<file path="config.mk">
export PLATFORM = sky130hd
export DESIGN_NAME = icnt_trigger
export DESIGN_NICKNAME = d
export VERILOG_FILES = /design/src/rtl/icnt_pkg.sv /design/src/rtl/icnt_legalize.sv /design/src/rtl/icnt_qualify.sv /design/src/rtl/icnt_slot.sv /design/src/rtl/icnt_trigger.sv
export SDC_FILE = /design/constraint.sdc
export NUM_CORES = 1
export LEC_CHECK = 0
export BUFFER_PORTS_ARGS = -buffer_cell sky130_fd_sc_hd__buf_2
export CELL_PAD_IN_SITES_DETAIL_PLACEMENT = 1
export CELL_PAD_IN_SITES_GLOBAL_PLACEMENT = 1
export CORE_MARGIN = 2
export CORE_UTILIZATION = 37
export CTS_BUF_LIST = sky130_fd_sc_hd__clkbuf_4 sky130_fd_sc_hd__clkbuf_8
export DETAILED_ROUTE_END_ITERATION = 10
export PLACE_DENSITY = 0.88
export SYNTH_ARGS = -nofsm -noshare
export SYNTH_HDL_FRONTEND = slang
export SYNTH_SLANG_ARGS = --single-unit
</file>
<file path="constraint.sdc">
create_clock -name clk -period 2.35 [get_ports clk]
set_input_delay 0 -clock clk [delete_from_list [all_inputs] [get_ports clk]]
set_output_delay 0 -clock clk [all_outputs]
set_load 0.01 [all_outputs]
</file>
<file path="src/rtl/icnt_pkg.sv">
package icnt_pkg;
  localparam int unsigned TD_W     = 32;
  localparam int unsigned TYPE_LO  = 28;
  localparam logic [3:0]  TYPE_ICNT = 4'd3;
  localparam int unsigned CNT_LO   = 10;
  localparam int unsigned CNT_W    = 14;
  localparam int unsigned NV_EN_LO = 6;
  localparam int unsigned V_EN_LO  = 25;
  localparam int unsigned CTX_W    = 6;
  localparam int unsigned XSEL_BIT = 25;
  localparam int unsigned XVAL_LO  = 26;
  localparam int unsigned XTRA_W   = CTX_W + 1;

  localparam logic [TD_W-1:0] CTRL_KEEP =
      (((32'd1 << CNT_W) - 32'd1) << CNT_LO) |
      (32'd3 << V_EN_LO) |
      (32'hB << NV_EN_LO);
  localparam logic [TD_W-1:0] CTRL_RST = {TYPE_ICNT, {(TD_W-4){1'b0}}};

  typedef enum logic [1:0] {
    CSR_SEL_NONE  = 2'd0,
    CSR_SEL_CTRL  = 2'd1,
    CSR_SEL_ADDR  = 2'd2,
    CSR_SEL_EXTRA = 2'd3
  } csr_sel_e;
endpackage

</file>
<file path="src/rtl/icnt_legalize.sv">
module icnt_legalize
  import icnt_pkg::*;
(
  input  logic [TD_W-1:0]   raw_i,
  output logic [TD_W-1:0]   ctrl_o,
  output logic [XTRA_W-1:0] extra_o
);
  // control: type forced, unsupported fields cleared
  assign ctrl_o  = CTRL_RST | (raw_i & CTRL_KEEP);
  // context: value kept, select collapsed to off / compare
  assign extra_o = {raw_i[XVAL_LO +: CTX_W], raw_i[XSEL_BIT]};
endmodule

</file>
<file path="src/rtl/icnt_qualify.sv">
module icnt_qualify
  import icnt_pkg::*;
(
  input  logic [1:0]       priv_i,
  input  logic             virt_i,
  input  logic [3:0]       nv_en_i,
  input  logic [1:0]       v_en_i,
  input  logic             ctx_sel_i,
  input  logic [CTX_W-1:0] ctx_val_i,
  input  logic [CTX_W-1:0] mctx_i,
  output logic             ok_o
);
  logic mode_ok;
  logic ctx_ok;

  always_comb begin
    if (virt_i) mode_ok = !priv_i[1] && v_en_i[priv_i[0]];
    else        mode_ok = nv_en_i[priv_i];
  end

  assign ctx_ok = !ctx_sel_i || (ctx_val_i == mctx_i);
  assign ok_o   = mode_ok && ctx_ok;
endmodule

</file>
<file path="src/rtl/icnt_slot.sv">
module icnt_slot
  import icnt_pkg::*;
(
  input  logic              clk,
  input  logic              rst,
  input  logic              retire_i,
  input  logic [1:0]        priv_i,
  input  logic              virt_i,
  input  logic [CTX_W-1:0]  mctx_i,
  input  logic              wr_ctrl_i,
  input  logic              wr_extra_i,
  input  logic [TD_W-1:0]   ctrl_new_i,
  input  logic [XTRA_W-1:0] extra_new_i,
  output logic [TD_W-1:0]   ctrl_o,
  output logic              hit_o,
  output logic              fire_o
);
  logic [TD_W-1:0]   ctrl_q;
  logic [XTRA_W-1:0] extra_q;
  logic              fire_q;
  logic [CNT_W-1:0]  cnt;
  logic              qual;
  logic              step;

  assign cnt = ctrl_q[CNT_LO +: CNT_W];

  icnt_qualify u_qual (
    .priv_i    (priv_i),
    .virt_i    (virt_i),
    .nv_en_i   (ctrl_q[NV_EN_LO +: 4]),
    .v_en_i    (ctrl_q[V_EN_LO +: 2]),
    .ctx_sel_i (extra_q[0]),
    .ctx_val_i (extra_q[XTRA_W-1:1]),
    .mctx_i    (mctx_i),
    .ok_o      (qual)
  );

  assign step  = retire_i && qual && (cnt != '0) && !wr_ctrl_i;
  assign hit_o = step && (cnt == CNT_W'(1));

  always_ff @(posedge clk) begin
    if (rst) begin
      ctrl_q  <= CTRL_RST;
      extra_q <= '0;
      fire_q  <= 1'b0;
    end else begin
      fire_q <= hit_o;
      if (wr_ctrl_i)  ctrl_q <= ctrl_new_i;
      else if (step)  ctrl_q[CNT_LO +: CNT_W] <= cnt - CNT_W'(1);
      if (wr_extra_i) extra_q <= extra_new_i;
    end
  end

  assign ctrl_o = ctrl_q;
  assign fire_o = fire_q;

  a_r3_step: assert property (@(posedge clk) disable iff (rst)
    (retire_i && qual && cnt != '0 && !wr_ctrl_i) |=> cnt == $past(cnt) - CNT_W'(1));
  a_r5_hold: assert property (@(posedge clk) disable iff (rst)
    (!retire_i && !wr_ctrl_i) |=> $stable(ctrl_q));
  a_r6_dormant: assert property (@(posedge clk) disable iff (rst)
    (cnt == '0 && !wr_ctrl_i) |=> (cnt == '0 && !fire_q));
  a_r7_zero_on_fire: assert property (@(posedge clk) disable iff (rst)
    fire_q |-> cnt == '0);
  a_r7_one_cycle: assert property (@(posedge clk) disable iff (rst)
    fire_q |=> !fire_q);
  a_r10_write_wins: assert property (@(posedge clk) disable iff (rst)
    wr_ctrl_i |=> ctrl_q == $past(ctrl_new_i));
  a_r2_type: assert property (@(posedge clk) disable iff (rst)
    ctrl_q[TYPE_LO +: 4] == TYPE_ICNT);
endmodule

</file>
<file path="src/rtl/icnt_trigger.sv">
module icnt_trigger
  import icnt_pkg::*;
#(
  parameter int unsigned NUM_SLOTS = 2,
  localparam int unsigned SLOT_W = (NUM_SLOTS > 1) ? $clog2(NUM_SLOTS) : 1
) (
  input  logic                      clk,
  input  logic                      rst,
  input  logic                      retire_i,
  input  logic [1:0]                priv_i,
  input  logic                      virt_i,
  input  logic [CTX_W-1:0]          mcontext_i,
  input  logic                      csr_we_i,
  input  logic [SLOT_W-1:0]         csr_slot_i,
  input  logic [1:0]                csr_reg_i,
  input  logic [TD_W-1:0]           csr_wdata_i,
  output logic [NUM_SLOTS*TD_W-1:0] tdata1_o,
  output logic [NUM_SLOTS-1:0]      fire_o,
  output logic                      bp_req_o
);
  logic [TD_W-1:0]      ctrl_legal;
  logic [XTRA_W-1:0]    extra_legal;
  logic [NUM_SLOTS-1:0] hit;
  logic                 bp_q;

  icnt_legalize u_legal (
    .raw_i   (csr_wdata_i),
    .ctrl_o  (ctrl_legal),
    .extra_o (extra_legal)
  );

  for (genvar i = 0; i < NUM_SLOTS; i++) begin : g_slot
    logic sel;
    assign sel = csr_we_i && (csr_slot_i == SLOT_W'(i));

    icnt_slot u_slot (
      .clk         (clk),
      .rst         (rst),
      .retire_i    (retire_i),
      .priv_i      (priv_i),
      .virt_i      (virt_i),
      .mctx_i      (mcontext_i),
      .wr_ctrl_i   (sel && (csr_reg_i == CSR_SEL_CTRL)),
      .wr_extra_i  (sel && (csr_reg_i == CSR_SEL_EXTRA)),
      .ctrl_new_i  (ctrl_legal),
      .extra_new_i (extra_legal),
      .ctrl_o      (tdata1_o[i*TD_W +: TD_W]),
      .hit_o       (hit[i]),
      .fire_o      (fire_o[i])
    );
  end

  always_ff @(posedge clk) begin
    if (rst) bp_q <= 1'b0;
    else     bp_q <= |hit;
  end

  assign bp_req_o = bp_q;

  a_r7_bp_matches_fire: assert property (@(posedge clk) disable iff (rst)
    bp_req_o == (|fire_o));
  a_r7_fire_onehot_path: assert property (@(posedge clk) disable iff (rst)
    !bp_req_o |-> $countones(fire_o) == 0);
endmodule

</file>
# Word level (Yosys, flattened, before mapping)
# Cells that the tools add are included.
# totals
register_bits,55
in_bits,48
wordCells,64
# op_classes
add_sub_neg,2
n_lt_le_gt_ge,2
eq_ne,6
muxes,14
bitwise,1
n_reduce_logical,30
# op_table
operator,count
14-bit 2-to-1 mux,4
14-bit by 1-bit equality test with 1-bit output (second input constant),2
14-bit nonzero test,2
14-bit by 1-bit subtractor with 14-bit output (second input constant),2
1-bit logical AND,18
6-bit equality test,2
1-bit 2-to-1 mux,8
1-bit logical NOT,5
1-bit binary-select mux with 2-bit select,2
2-bit nonzero test,2
2-bit by 3-bit < comparator with 1-bit output (second input constant),1
2-bit by 1-bit equality test with 1-bit output (second input constant),1
2-bit equality test (second input constant),1
1-bit logical OR,2
1-bit by 2-bit < comparator with 1-bit output (second input constant),1
2-bit OR reduction,1
1-bit inverter,1

# Longest topological paths before layout
# depth
ltp_word,10
mapped_depth,8
mapped_depth_nobuf,8

# Hierarchy
# A second synthesis with hierarchy kept.
# hier_totals
cells_unflattened,485
area_unflattened_um2,4381.7
# by_module_without_submodules
mod,n_inst,cells_per_inst,area_each_um2,seq_area_each_um2
icnt_slot,2,206,1888.1,800.8
icnt_legalize,1,41,300.3,0.0
icnt_qualify,2,13,115.1,0.0
icnt_trigger,1,6,75.1,20.0

# Least setup slack after synthesis
# OpenSTA, ideal clock, no wires.
# synth_path
kind,register -> register
start,register g_slot[0].u_slot.ctrl_q[14]
end,register g_slot[0].u_slot.ctrl_q[11]
setup_ns,0.066
t_arrival_ns,1.858
path_slack_ns,0.426
stages_incl_launch_ff,9
synth_period_minus_slack_ns,1.924
cell_sequence,dfxtp_1 > nor4_2 > and2_1 > and3_1 > buf_6 > or3_4 > buf_6 > a211o_1 > a21oi_2
# synth_between
elab_chain_len,4
# synth_lines
item,line,source
"start, declared",icnt_slot.sv:18,logic [TD_W-1:0] ctrl_q;
"start signal, assigned",icnt_slot.sv:48,if (wr_ctrl_i) ctrl_q <= ctrl_new_i;
"start signal, assigned by index",icnt_slot.sv:49,else if (step) ctrl_q[CNT_LO +: CNT_W] <= cnt - CNT_W'(1);
14-bit nonzero test,icnt_slot.sv:38,assign step = retire_i && qual && (cnt != '0) && !wr_ctrl_i;
1-bit logical AND (2 in a row),icnt_slot.sv:38,
2-bit nonzero test (no line),n/a,
# Every way passes these cells.
# A chain may end at the register's enable or synchronous reset.

# Worst setup path in the final report
# layout_path
start,register g_slot[1].u_slot.ctrl_q[19]
end,register g_slot[1].u_slot.ctrl_q[22]
# layout_between
elab_chain_len,4
# layout_lines
item,line
"start, declared",icnt_slot.sv:18
"start signal, assigned",icnt_slot.sv:48
"start signal, assigned by index",icnt_slot.sv:49
branches (longest 4 deep; another with 14-bit by 1-bit subtractor with 14-bit output),n/a
# Several ways; the timed one is not identified. The select of a mux whose other input is x is not followed.

==> results.ini <==
[outcome]
status = complete, no violations

[global_routing]
grt-ovfl-total = 0
grt_first_pass_wirelength_um = 16080
antenna_found_initial = 0
grt_max_degree = 31
gr-usage-all-layers = 0.2049
grt_pass1_vias = 3279

[yosys]
synth_area_um2 = 3293
synth.largest_area_cell = dfxtp_1
ys.flop_type = dfxtp_1
seq_area_frac_synth = 0.3343
synthDistinctLibCells = 53
synthTopCellsByArea = dfxtp_1 33%, xnor2_1 7.4%, buf_4 7.1%
yosys_warnings = 0
synth_edf_count = 0
synth_top_area_frac = 0.3343
syn_inst = 391
yosysMostFrequentCell = dfxtp_1
async_flop_share = 0
synth_common_cells = 55 x dfxtp_1, 46 x nand2_1, 45 x nor2_1
synth.avg_cell_area_um2 = 8.422
ys_ff_latch = 55

[timing]
setup_viol = 0
final_max_slew_viol_count = 0
tns_ns = 0
setup_ws_ns = 0.2073
timing.hold.ws_ns = 0.007124
rsz0062_at_grt = no
hold_viol_final = 0
min_period_over_period = 0.9118
fmax_ghz = 0.4667
worstMarginPinSlew_ns = 0.6817
fin_skew_ns = 0.006259
slew_headroom = 0.5455
fin_crit_ns = 2.143

[critical_path]
startpoint = g_slot[1].u_slot.ctrl_o[19]
endpoint = g_slot[1].u_slot.ctrl_o[22]
path_class = reg -> reg
cp-end-kind = flip-flop
crit_fanout = 6
critPathLaunchType = flip-flop
arrival_ns = 2.37
r2r_start = g_slot[1].u_slot.ctrl_o[19]
r2r_end = g_slot[1].u_slot.ctrl_o[22]
critPathRequiredTime_ns = 2.58
ff2ff_path_depth = 6
r2r_slack_ns = 0.21

[placed_design]
place_area_um2 = 3647
dp_slack_ns = 0.2445
dp_hpwl_um = 7322
io_buffer_count = 80
gp_congestion = 0.7958

[die]
die_w_um = 98.34
die_h_um = 98.34
coreArea_um2 = 8678
initial_core_util = 0.3795
rows = 34
die-area_um2 = 9671
io_pins = 115

[pwr]
vdd_drop_max_mv = 0.2459
powerDensity_nw_per_um2 = 574.5
p_leak_nw = 1.684

[detailed_routing]
drc = 0
antenna_left = 0
wl_um = 9932
first_pass_iters = 4
drtIter0Drc = 74
num_vias = 3155
viasPerCell = 5.338
wl_per_cell_um = 16.81

[clock_tree]
cts_root_buffer = clkbuf_8
cts_buffer_depth = 2
htree_levels = 2
worst_skew_pair.late_latency_ns = 0.32
cts_num_sinks = 55
clkTransAtPathRegs_ns = 0.10
cts_tree = yes
cts_made_buffers = 5

[layout]
antenna_cells = 0
layout.nets = 536
fillers = 1077
finalInstanceArea_um2 = 3970
syn_to_final_growth_pct = 20.55
drive_above_1_share = 0.2505

[worst_hold_path]
hold_class = in -> reg

[flow_run]
drv_cap = 0

worst min path at each step:
stage / start / endpoint / slack [ns] / cells past startpoint
CTS: csr_wdata_i[17] / g_slot[1].u_slot.ctrl_o[17] / 0.002 / 3
global route: csr_wdata_i[17] / g_slot[1].u_slot.ctrl_o[17] / 0.04 / 3
floorplan: csr_wdata_i[25] / g_slot[0].u_slot.ctrl_o[25] / 0.14 / 2
finish: csr_wdata_i[17] / g_slot[1].u_slot.ctrl_o[17] / 0.007 / 3
detailed placement: csr_wdata_i[27] / g_slot[1].u_slot.extra_q[2] / 0.26 / 3
global placement: csr_wdata_i[27] / g_slot[0].u_slot.extra_q[2] / 0.25 / 3
repair_timing:
item                                    CTS  global route
endpoints found under the setup margin    0             2
hold endpoints to repair                 35             0
hold buffers                             21             0
gates resized for setup                   0             1
setup buffers                             0             0
layout by cell type (no fill, tap or decap), types with 3 or more instances in the layout:
master,instances
or2_2,3
nor2_1,45
buf_2,80
a211oi_1,22
nor4_1,11
mux2i_1,10
nor4_2,12
a21oi_1,19
clkbuf_8,7
nor3_1,8
buf_4,8
nand3_1,5
inv_1,5
nand3b_1,3
nor3b_1,4
dfxtp_1,55
xnor2_1,28
or3_1,6
nand2_1,46
xor2_1,5
nand4_1,6
ha_1,6
nor4b_1,4
conb_1,26
dlygate4sd3_1,21
sequential cells by signal, indices dropped and copies added, names as in the netlist:
register               cells
g_slot.u_slot.ctrl_o      38
g_slot.u_slot.extra_q     14
g_slot.u_slot.fire_o       2
bp_req_o                   1
through the flow:
stage                     total power [mW]  std cells  utilization
after floorplan                      1.496        415            -
after global placement               1.624        562       0.4203
after detailed placement             1.655        562       0.4203
after CTS                            2.288        591       0.4565
after global routing                 2.401        591       0.4575
final                                2.281        591       0.4575
report_power, final:
group | internal, mW | leakage (nW) | total [mW] | switching, mW
combinational | 0.271 | 1.18 | 0.639 | 0.368
sequential | 0.976 | 0.447 | 1.04 | 0.0608
clock | 0.282 | 0.0549 | 0.605 | 0.323
total | 1.53 | 1.68 | 2.28 | 0.752
worst max-delay path, cell delays in order (launching register included):
cell      delay, ns
dfxtp_1        0.38
nor4_2         0.44
nand3b_1       0.31
nor2_2         0.34
nor4b_4        0.11
a21bo_2        0.24
a311oi_1       0.23
layout make-up:
| cell class | count | area (um^2) | share of cell area |
|---|---|---|---|
| clock buffers | 8 | 103.9 | 0.02616 |
| inverters | 5 | 18.77 | 0.004727 |
| multi-input cells | 306 | 1941 | 0.4888 |
| flip-flops and latches | 55 | 1101 | 0.2773 |
| well taps | 108 | 135.1 | 0.03404 |
| repair buffers | 109 | 670.6 | 0.1689 |
cell families (layout without fill, tap and decap cells):
logic type / after synthesis / after routing / share of synthesized area
other: 2 / 26 / 0.002280
muxes: 10 / 10 / 0.03040
AOI/OAI and AO/OA: 58 / 58 / 0.1193
adders and majority gates: 6 / 6 / 0.02280
and+or+nand+nor: 173 / 173 / 0.2967
DFF: 55 / 55 / 0.3343
xor gates and xnor gates: 33 / 33 / 0.08777
buffers and inverters: 54 / 122 / 0.1064
per-layer routing:
metal | vias to the layer above | wire length [um] | track usage
met5 | - | 0 | 0
li1 | 1503 | - | -
met3 | 19 | 467 | 0.03293
met2 | 103 | 5123 | 0.3773
met1 | 1530 | 4162 | 0.2438
met4 | 0 | 179 | 0.06006
No activity file was read; power rests on OpenSTA's default activity.
